$ cat config.mk
export PLATFORM = sky130hd
export DESIGN_NAME = ref_clk_selector
export DESIGN_NICKNAME = d
export VERILOG_FILES = /design/src/rtl/ref_sel_pkg.sv /design/src/rtl/ref_sel_regs.sv /design/src/rtl/ref_sel_pick.sv /design/src/rtl/ref_sel_path.sv /design/src/rtl/ref_clk_selector.sv
export SDC_FILE = /design/constraint.sdc
export NUM_CORES = 1
export LEC_CHECK = 0
export CAP_MARGIN = 20
export CORE_MARGIN = 2
export CORE_UTILIZATION = 69
export CTS_CLUSTER_SIZE = 28
export DETAILED_ROUTE_END_ITERATION = 8
export DONT_BUFFER_PORTS = 1
export PLACE_DENSITY = 0.85
export SKIP_CTS_REPAIR_TIMING = 1
export SLEW_MARGIN = 10
export SYNTH_ARGS = -nofsm -noshare
export SYNTH_HDL_FRONTEND = slang
export SYNTH_SLANG_ARGS = --single-unit
$ cat constraint.sdc
create_clock -name clk -period 15.8 [get_ports clk]
set_input_delay 0.79 -clock clk [delete_from_list [all_inputs] [get_ports clk]]
set_output_delay 0.79 -clock clk [all_outputs]
set_load 0.1 [all_outputs]
$ cat src/rtl/ref_sel_pkg.sv
package ref_sel_pkg;
  // register addresses (window layout)
  localparam int unsigned ADR_CTL   = 0;
  localparam int unsigned ADR_MAIN  = 1;
  localparam int unsigned ADR_AUX   = 2;
  localparam int unsigned ADR_ALLOW = 3;
  localparam int unsigned ADR_PRIO  = 4;

  typedef enum logic {PATH_MAIN = 1'b0, PATH_AUX = 1'b1} path_e;
endpackage

$ cat src/rtl/ref_sel_regs.sv
module ref_sel_regs
  import ref_sel_pkg::*;
#(
  parameter int NUM_IN = 5,
  parameter int PRIO_W = 4,
  parameter int DATA_W = 8,
  parameter int ADDR_W = 3,
  parameter int SEL_W  = 4
) (
  input  logic                     clk,
  input  logic                     rst,
  input  logic                     we,
  input  logic [ADDR_W-1:0]        addr,
  input  logic [DATA_W-1:0]        wdata,
  output logic [DATA_W-1:0]        rdata,
  output logic                     main_auto,
  output logic [SEL_W-1:0]         main_force,
  output logic                     aux_auto,
  output logic [SEL_W-1:0]         aux_force,
  output logic [NUM_IN-1:0]        allow,
  output logic [NUM_IN*PRIO_W-1:0] main_prio,
  output logic [NUM_IN*PRIO_W-1:0] aux_prio
);
  localparam int PPW    = DATA_W / PRIO_W;
  localparam int NUM_PW = (NUM_IN + PPW - 1) / PPW;
  localparam int PAD_W  = NUM_PW * DATA_W;

  path_e              path_q;
  logic [SEL_W:0]     main_mode_q, aux_mode_q;
  logic [NUM_IN-1:0]  allow_q;
  logic [NUM_IN*PRIO_W-1:0] pm_q, pa_q;
  logic [PAD_W-1:0]   view_flat;
  logic [DATA_W-1:0]  rd_next;

  always_ff @(posedge clk) begin
    if (rst) begin
      path_q      <= PATH_MAIN;
      main_mode_q <= '0;
      aux_mode_q  <= '0;
      allow_q     <= '0;
      pm_q        <= '0;
      pa_q        <= '0;
    end else if (we) begin
      if (addr == ADDR_W'(ADR_CTL))   path_q      <= path_e'(wdata[0]);
      if (addr == ADDR_W'(ADR_MAIN))  main_mode_q <= wdata[SEL_W:0];
      if (addr == ADDR_W'(ADR_AUX))   aux_mode_q  <= wdata[SEL_W:0];
      if (addr == ADDR_W'(ADR_ALLOW)) allow_q     <= wdata[NUM_IN-1:0];
      for (int i = 0; i < NUM_IN; i++) begin
        if (addr == ADDR_W'(ADR_PRIO + i / PPW)) begin
          if (path_q == PATH_AUX)
            pa_q[i*PRIO_W +: PRIO_W] <= wdata[(i % PPW)*PRIO_W +: PRIO_W];
          else
            pm_q[i*PRIO_W +: PRIO_W] <= wdata[(i % PPW)*PRIO_W +: PRIO_W];
        end
      end
    end
  end

  assign view_flat = PAD_W'((path_q == PATH_AUX) ? pa_q : pm_q);

  always_comb begin
    rd_next = '0;
    if (addr == ADDR_W'(ADR_CTL))   rd_next = DATA_W'(path_q);
    if (addr == ADDR_W'(ADR_MAIN))  rd_next = DATA_W'(main_mode_q);
    if (addr == ADDR_W'(ADR_AUX))   rd_next = DATA_W'(aux_mode_q);
    if (addr == ADDR_W'(ADR_ALLOW)) rd_next = DATA_W'(allow_q);
    for (int w = 0; w < NUM_PW; w++)
      if (addr == ADDR_W'(ADR_PRIO + w)) rd_next = view_flat[w*DATA_W +: DATA_W];
  end

  always_ff @(posedge clk) begin
    if (rst) rdata <= '0;
    else     rdata <= rd_next;
  end

  assign main_auto  = main_mode_q[SEL_W];
  assign main_force = main_mode_q[SEL_W-1:0];
  assign aux_auto   = aux_mode_q[SEL_W];
  assign aux_force  = aux_mode_q[SEL_W-1:0];
  assign allow      = allow_q;
  assign main_prio  = pm_q;
  assign aux_prio   = pa_q;
endmodule

$ cat src/rtl/ref_sel_pick.sv
module ref_sel_pick #(
  parameter int NUM_IN = 5,
  parameter int PRIO_W = 4,
  parameter int IDX_W  = 3
) (
  input  logic [NUM_IN*PRIO_W-1:0] prio,
  input  logic [NUM_IN-1:0]        valid,
  input  logic [NUM_IN-1:0]        allow,
  output logic                     found,
  output logic [IDX_W-1:0]         best_idx
);
  logic [NUM_IN-1:0] qual;
  logic [PRIO_W-1:0] best_prio;

  genvar g;
  generate
    for (g = 0; g < NUM_IN; g++) begin : g_qual
      assign qual[g] = valid[g] && !allow[g] && (prio[g*PRIO_W +: PRIO_W] != '0);
    end
  endgenerate

  // strict compare keeps the lowest index on equal priority
  always_comb begin
    found     = 1'b0;
    best_prio = '1;
    best_idx  = '0;
    for (int i = 0; i < NUM_IN; i++) begin
      if (qual[i] && (!found || prio[i*PRIO_W +: PRIO_W] < best_prio)) begin
        found     = 1'b1;
        best_prio = prio[i*PRIO_W +: PRIO_W];
        best_idx  = IDX_W'(i + 1);
      end
    end
  end
endmodule

$ cat src/rtl/ref_sel_path.sv
module ref_sel_path #(
  parameter int NUM_IN = 5,
  parameter int PRIO_W = 4,
  parameter int IDX_W  = 3,
  parameter int SEL_W  = 4
) (
  input  logic                     clk,
  input  logic                     rst,
  input  logic                     auto_mode,
  input  logic [SEL_W-1:0]         force_sel,
  input  logic [NUM_IN*PRIO_W-1:0] prio,
  input  logic [NUM_IN-1:0]        valid,
  input  logic [NUM_IN-1:0]        allow,
  output logic [IDX_W-1:0]         sel,
  output logic                     none,
  output logic                     chg
);
  logic             found;
  logic [IDX_W-1:0] best_idx;
  logic [IDX_W-1:0] sel_d;
  logic             none_d;
  logic             force_ok;

  ref_sel_pick #(.NUM_IN(NUM_IN), .PRIO_W(PRIO_W), .IDX_W(IDX_W)) u_pick (
    .prio     (prio),
    .valid    (valid),
    .allow    (allow),
    .found    (found),
    .best_idx (best_idx)
  );

  assign force_ok = (force_sel != '0) && (force_sel <= SEL_W'(NUM_IN));

  always_comb begin
    if (auto_mode) begin
      sel_d  = found ? best_idx : sel;
      none_d = !found;
    end else begin
      sel_d  = force_ok ? IDX_W'(force_sel) : '0;
      none_d = !force_ok;
    end
  end

  always_ff @(posedge clk) begin
    if (rst) begin
      sel  <= '0;
      none <= 1'b1;
      chg  <= 1'b0;
    end else begin
      sel  <= sel_d;
      none <= none_d;
      chg  <= (sel_d != sel);
    end
  end
endmodule

$ cat src/rtl/ref_clk_selector.sv
module ref_clk_selector #(
  parameter int NUM_IN = 5,
  parameter int PRIO_W = 4,
  parameter int DATA_W = 8,
  parameter int ADDR_W = 3,
  parameter int SEL_W  = 4,
  parameter int IDX_W  = $clog2(NUM_IN + 1)
) (
  input  logic              clk,
  input  logic              rst,
  input  logic              cfg_we,
  input  logic [ADDR_W-1:0] cfg_addr,
  input  logic [DATA_W-1:0] cfg_wdata,
  output logic [DATA_W-1:0] cfg_rdata,
  input  logic [NUM_IN-1:0] mon_valid,
  output logic [IDX_W-1:0]  main_sel,
  output logic              main_none,
  output logic              main_chg,
  output logic [IDX_W-1:0]  aux_sel,
  output logic              aux_none,
  output logic              aux_chg
);
  logic                     main_auto_w, aux_auto_w;
  logic [SEL_W-1:0]         main_force_w, aux_force_w;
  logic [NUM_IN-1:0]        allow_w;
  logic [NUM_IN*PRIO_W-1:0] main_prio_w, aux_prio_w;

  ref_sel_regs #(
    .NUM_IN(NUM_IN), .PRIO_W(PRIO_W), .DATA_W(DATA_W),
    .ADDR_W(ADDR_W), .SEL_W(SEL_W)
  ) u_regs (
    .clk        (clk),
    .rst        (rst),
    .we         (cfg_we),
    .addr       (cfg_addr),
    .wdata      (cfg_wdata),
    .rdata      (cfg_rdata),
    .main_auto  (main_auto_w),
    .main_force (main_force_w),
    .aux_auto   (aux_auto_w),
    .aux_force  (aux_force_w),
    .allow      (allow_w),
    .main_prio  (main_prio_w),
    .aux_prio   (aux_prio_w)
  );

  ref_sel_path #(.NUM_IN(NUM_IN), .PRIO_W(PRIO_W), .IDX_W(IDX_W), .SEL_W(SEL_W)) u_main (
    .clk       (clk),
    .rst       (rst),
    .auto_mode (main_auto_w),
    .force_sel (main_force_w),
    .prio      (main_prio_w),
    .valid     (mon_valid),
    .allow     (allow_w),
    .sel       (main_sel),
    .none      (main_none),
    .chg       (main_chg)
  );

  ref_sel_path #(.NUM_IN(NUM_IN), .PRIO_W(PRIO_W), .IDX_W(IDX_W), .SEL_W(SEL_W)) u_aux (
    .clk       (clk),
    .rst       (rst),
    .auto_mode (aux_auto_w),
    .force_sel (aux_force_w),
    .prio      (aux_prio_w),
    .valid     (mon_valid),
    .allow     (allow_w),
    .sel       (aux_sel),
    .none      (aux_none),
    .chg       (aux_chg)
  );
endmodule

==> impl_metrics.toml <==
[worst_setup_path]
required_ps = 16100
cp_slowest_cell = "or4_1"
rr_worst_depth = 32
end_kind = "flip-flop"
cp-start-kind = "flip-flop"
crit_start = "u_regs.aux_prio[0]$_SDFFE_PP0P_"
reg2reg_slack_ps = 7710
worstPathMaxFanout = 8
slowest_delay_ps = 600
rr_endpoint = "u_aux.chg$_SDFF_PP0_"
critPathKind = "reg -> reg"
arrival_ps = 8390
reg2reg_from = "u_regs.aux_prio[0]$_SDFFE_PP0P_"

[clock_network]
clock_sinks = 74
cts_buffers = 9
clockBufferDepth = 2
clk_latency_ps = 360
cts_root_buf = "clkbuf_8"
tritoncts = "yes"
clk_pin_slew_worst_paths_ps = 80
h-tree-depth = 3

[yosys]
synthArstFlopShare_pct = 0
synth_area_um2 = 4990
synth_warnings = 0
synth_top_area_cell = "dfxtp_1"
syn_area_per_cell_um2 = 8.02
ys.flop_type = "dfxtp_1"
synth_top_area_share_pct = 29.7
synth_edf_count = 0
synth_seq_cells = 74
synth_cell_types = 70
syn_nets = 657
synth_area_leaders = "dfxtp_1 (30%), mux2i_1 (15%), nor2_1 (6.8%)"
yosysSeqAreaShare_pct = 29.7
synth.top_cells.by_count = "nor2_1 (90), dfxtp_1 (74), mux2i_1 (73)"
syn_inst = 622
yosysMostFrequentCell = "nor2_1"

[floorplan]
initial_core_util_pct = 72.2
die_w_um = 89.0
design.die.area_um2 = 7920
rows = 30
core_area_um2 = 6910
die_y_um = 89.0
num_io_pins = 37

[sta]
slew_viol_final = 0
layout_min_cycle_time_ps = 8090
skew_ps = 4.45
final_hold_viol_count = 0
setup_ws_ps = 7710
tightest_slew_ps = 1160
fin_crit_sh_pct = 51.2
max_clock_freq_mhz = 124
whs_ps = 492
setup_tns_ps = 0
setup_violations = 0
rsz0062_at_grt = "no"
slew_headroom_pct = 22.3

[layout]
num-nets-final = 635
fin_util_pct = 75.1
finalNonFillerCells = 701
drive_gt1_share_pct = 5.95
antennaDiodeCount = 0
areaGrowthSynthToFinish_pct = 4.09

[routing]
num_vias = 4798
routed_via_density = 6.84
finalWirelength_um = 13800
detail-route-antenna-nets = 0
firstDrtPassIters = 8
drt_iter0_drc = 645
routedWlPerCell_um = 19.6
route.detailed.drc = 0

[global_route]
grt_pass1_vias = 4434
antenna_found_initial = 0
grt_max_degree = 69
grt_pass1_wl_um = 21700
track_usage_pct = 35.9
grt-ovfl-total = 0

[pwr]
ir_drop_v = 0.0000457
p_int_uw = 294
power_frac_seq_pct = 49.8
p_sw_share_pct = 26.8
comb_power_share_pct = 9.3
p_leak_nw = 1.97
clkPwrFrac_pct = 40.9
power.density_nw_per_um2 = 77.3
power_switching_uw = 107

[job]
max_cap_viol_count = 0

[place]
place_congestion = 0.923
pre_cts_slack_ps = 8030
dp.cells = 685
dp_hpwl_um = 9710
port_buffers = 0

[hold_path]
holdCritStartpoint = "rst"
hold_path_depth = 1
hold_class = "in -> reg"
hold_path_end = "u_aux.sel[2]$_SDFF_PP0_"

[outcome]
status = "complete, no violations"
==> cell type report <==
type | count | area, um2
multi-input combinational | 493 | 3280
fill | 521 | 1720
sequential | 74 | 1480
clock buffer | 10 | 128
tap | 96 | 120
clock inverter | 6 | 91.3
inverter | 21 | 78.8
timing repair buffer | 1 | 7.51
==> power by group through the flow <==
stage | combinational (mW) | clock [mW] | sequential [mW]
global route | 0.0408 | 0.171 | 0.201
global placement | 0.0345 | 0 | 0.204
floorplan | 0.0346 | 0 | 0.202
CTS | 0.0364 | 0.163 | 0.200
detailed placement | 0.0360 | 0 | 0.204
finish | 0.0373 | 0.164 | 0.200
==> per-layer routing <==
| layer | track usage, % | part of all wire (%) | up-vias | wire, um |
|---|---|---|---|---|
| met5 | 0 | 0 | - | 0 |
| met4 | 16.3 | 3.0 | 0 | 414 |
| met3 | 7.85 | 9.1 | 48 | 1260 |
| met2 | 59.5 | 48 | 305 | 6560 |
| met1 | 44.7 | 40 | 2205 | 5520 |
| li1 | - | - | 2240 | - |
==> critical path: cells and delay by family, from the launching register on <==
kind,cells,cell delay (ps)
flip-flops,1,400
AND/OR/NAND/NOR,12,2560
multiplexers,1,300
buffers and inverters,2,130
AO/OA/AOI/OAI,13,3470
adder cells (fa/ha/maj),4,1170
==> registers in the layout, indices dropped and copies added (netlist names), 3 cells and up <==
signal	cells
u_aux.sel	3
u_main.sel	3
u_regs.allow	5
u_regs.aux_mode_q	5
u_regs.aux_prio	20
u_regs.main_mode_q	5
u_regs.main_prio	20
u_regs.rdata	8
==> per-stage QoR <==
step / cell area [um2] / total power, mW
CTS: 5190 / 0.400
floorplan: 4990 / 0.237
finish: 5190 / 0.401
global route: 5190 / 0.412
detailed placement: 4970 / 0.240
global placement: 4970 / 0.239
==> kinds of logic after synthesis <==
logic type | count (synthesis) | share of synthesized area, %
buf+inv | 55 | 4.44
xor+xnor | 5 | 0.878
simple gates | 237 | 23.1
mux | 80 | 16.5
flops | 74 | 29.7
compound gates | 154 | 21.2
fa+ha+maj | 17 | 4.24
==> cells in the final DEF, fill, tap and decap left out, types with 3 or more instances in the layout <==
| master | instances |
|---|---|
| nor2_1 | 90 |
| dfxtp_1 | 74 |
| mux2i_1 | 73 |
| nand2_1 | 43 |
| o21ai_0 | 32 |
| a21oi_1 | 32 |
| inv_1 | 21 |
| nor3_1 | 20 |
| ha_1 | 16 |
| a211oi_1 | 13 |
| nand3_1 | 13 |
| or3_1 | 12 |
| nand2b_1 | 11 |
| o22ai_1 | 10 |
| and3_1 | 9 |
| clkbuf_8 | 9 |
| nor4_1 | 8 |
| a31oi_1 | 8 |
| a21o_1 | 6 |
| a22oi_1 | 6 |
| xnor2_1 | 5 |
| and2_1 | 5 |
| o21a_1 | 5 |
| nor2b_1 | 5 |
| o2111ai_1 | 5 |
| mux2_2 | 5 |
| o41ai_1 | 4 |
| o211ai_1 | 4 |
| o221ai_1 | 3 |
| or4_1 | 3 |
| clkinv_4 | 3 |
==> worst max path at each step <==
stage / cells after the start / to / slack [ps]
final: 32 / u_aux.chg$_SDFF_PP0_ / 7710
after global routing: 32 / u_aux.chg$_SDFF_PP0_ / 7150
after CTS: 32 / u_aux.chg$_SDFF_PP0_ / 8010
after detailed placement: 35 / u_aux.chg$_SDFF_PP0_ / 8030
after global placement: 35 / u_aux.chg$_SDFF_PP0_ / 8430
after floorplan: 36 / u_aux.chg$_SDFF_PP0_ / 8940
No activity file was read; power rests on OpenSTA's default activity.
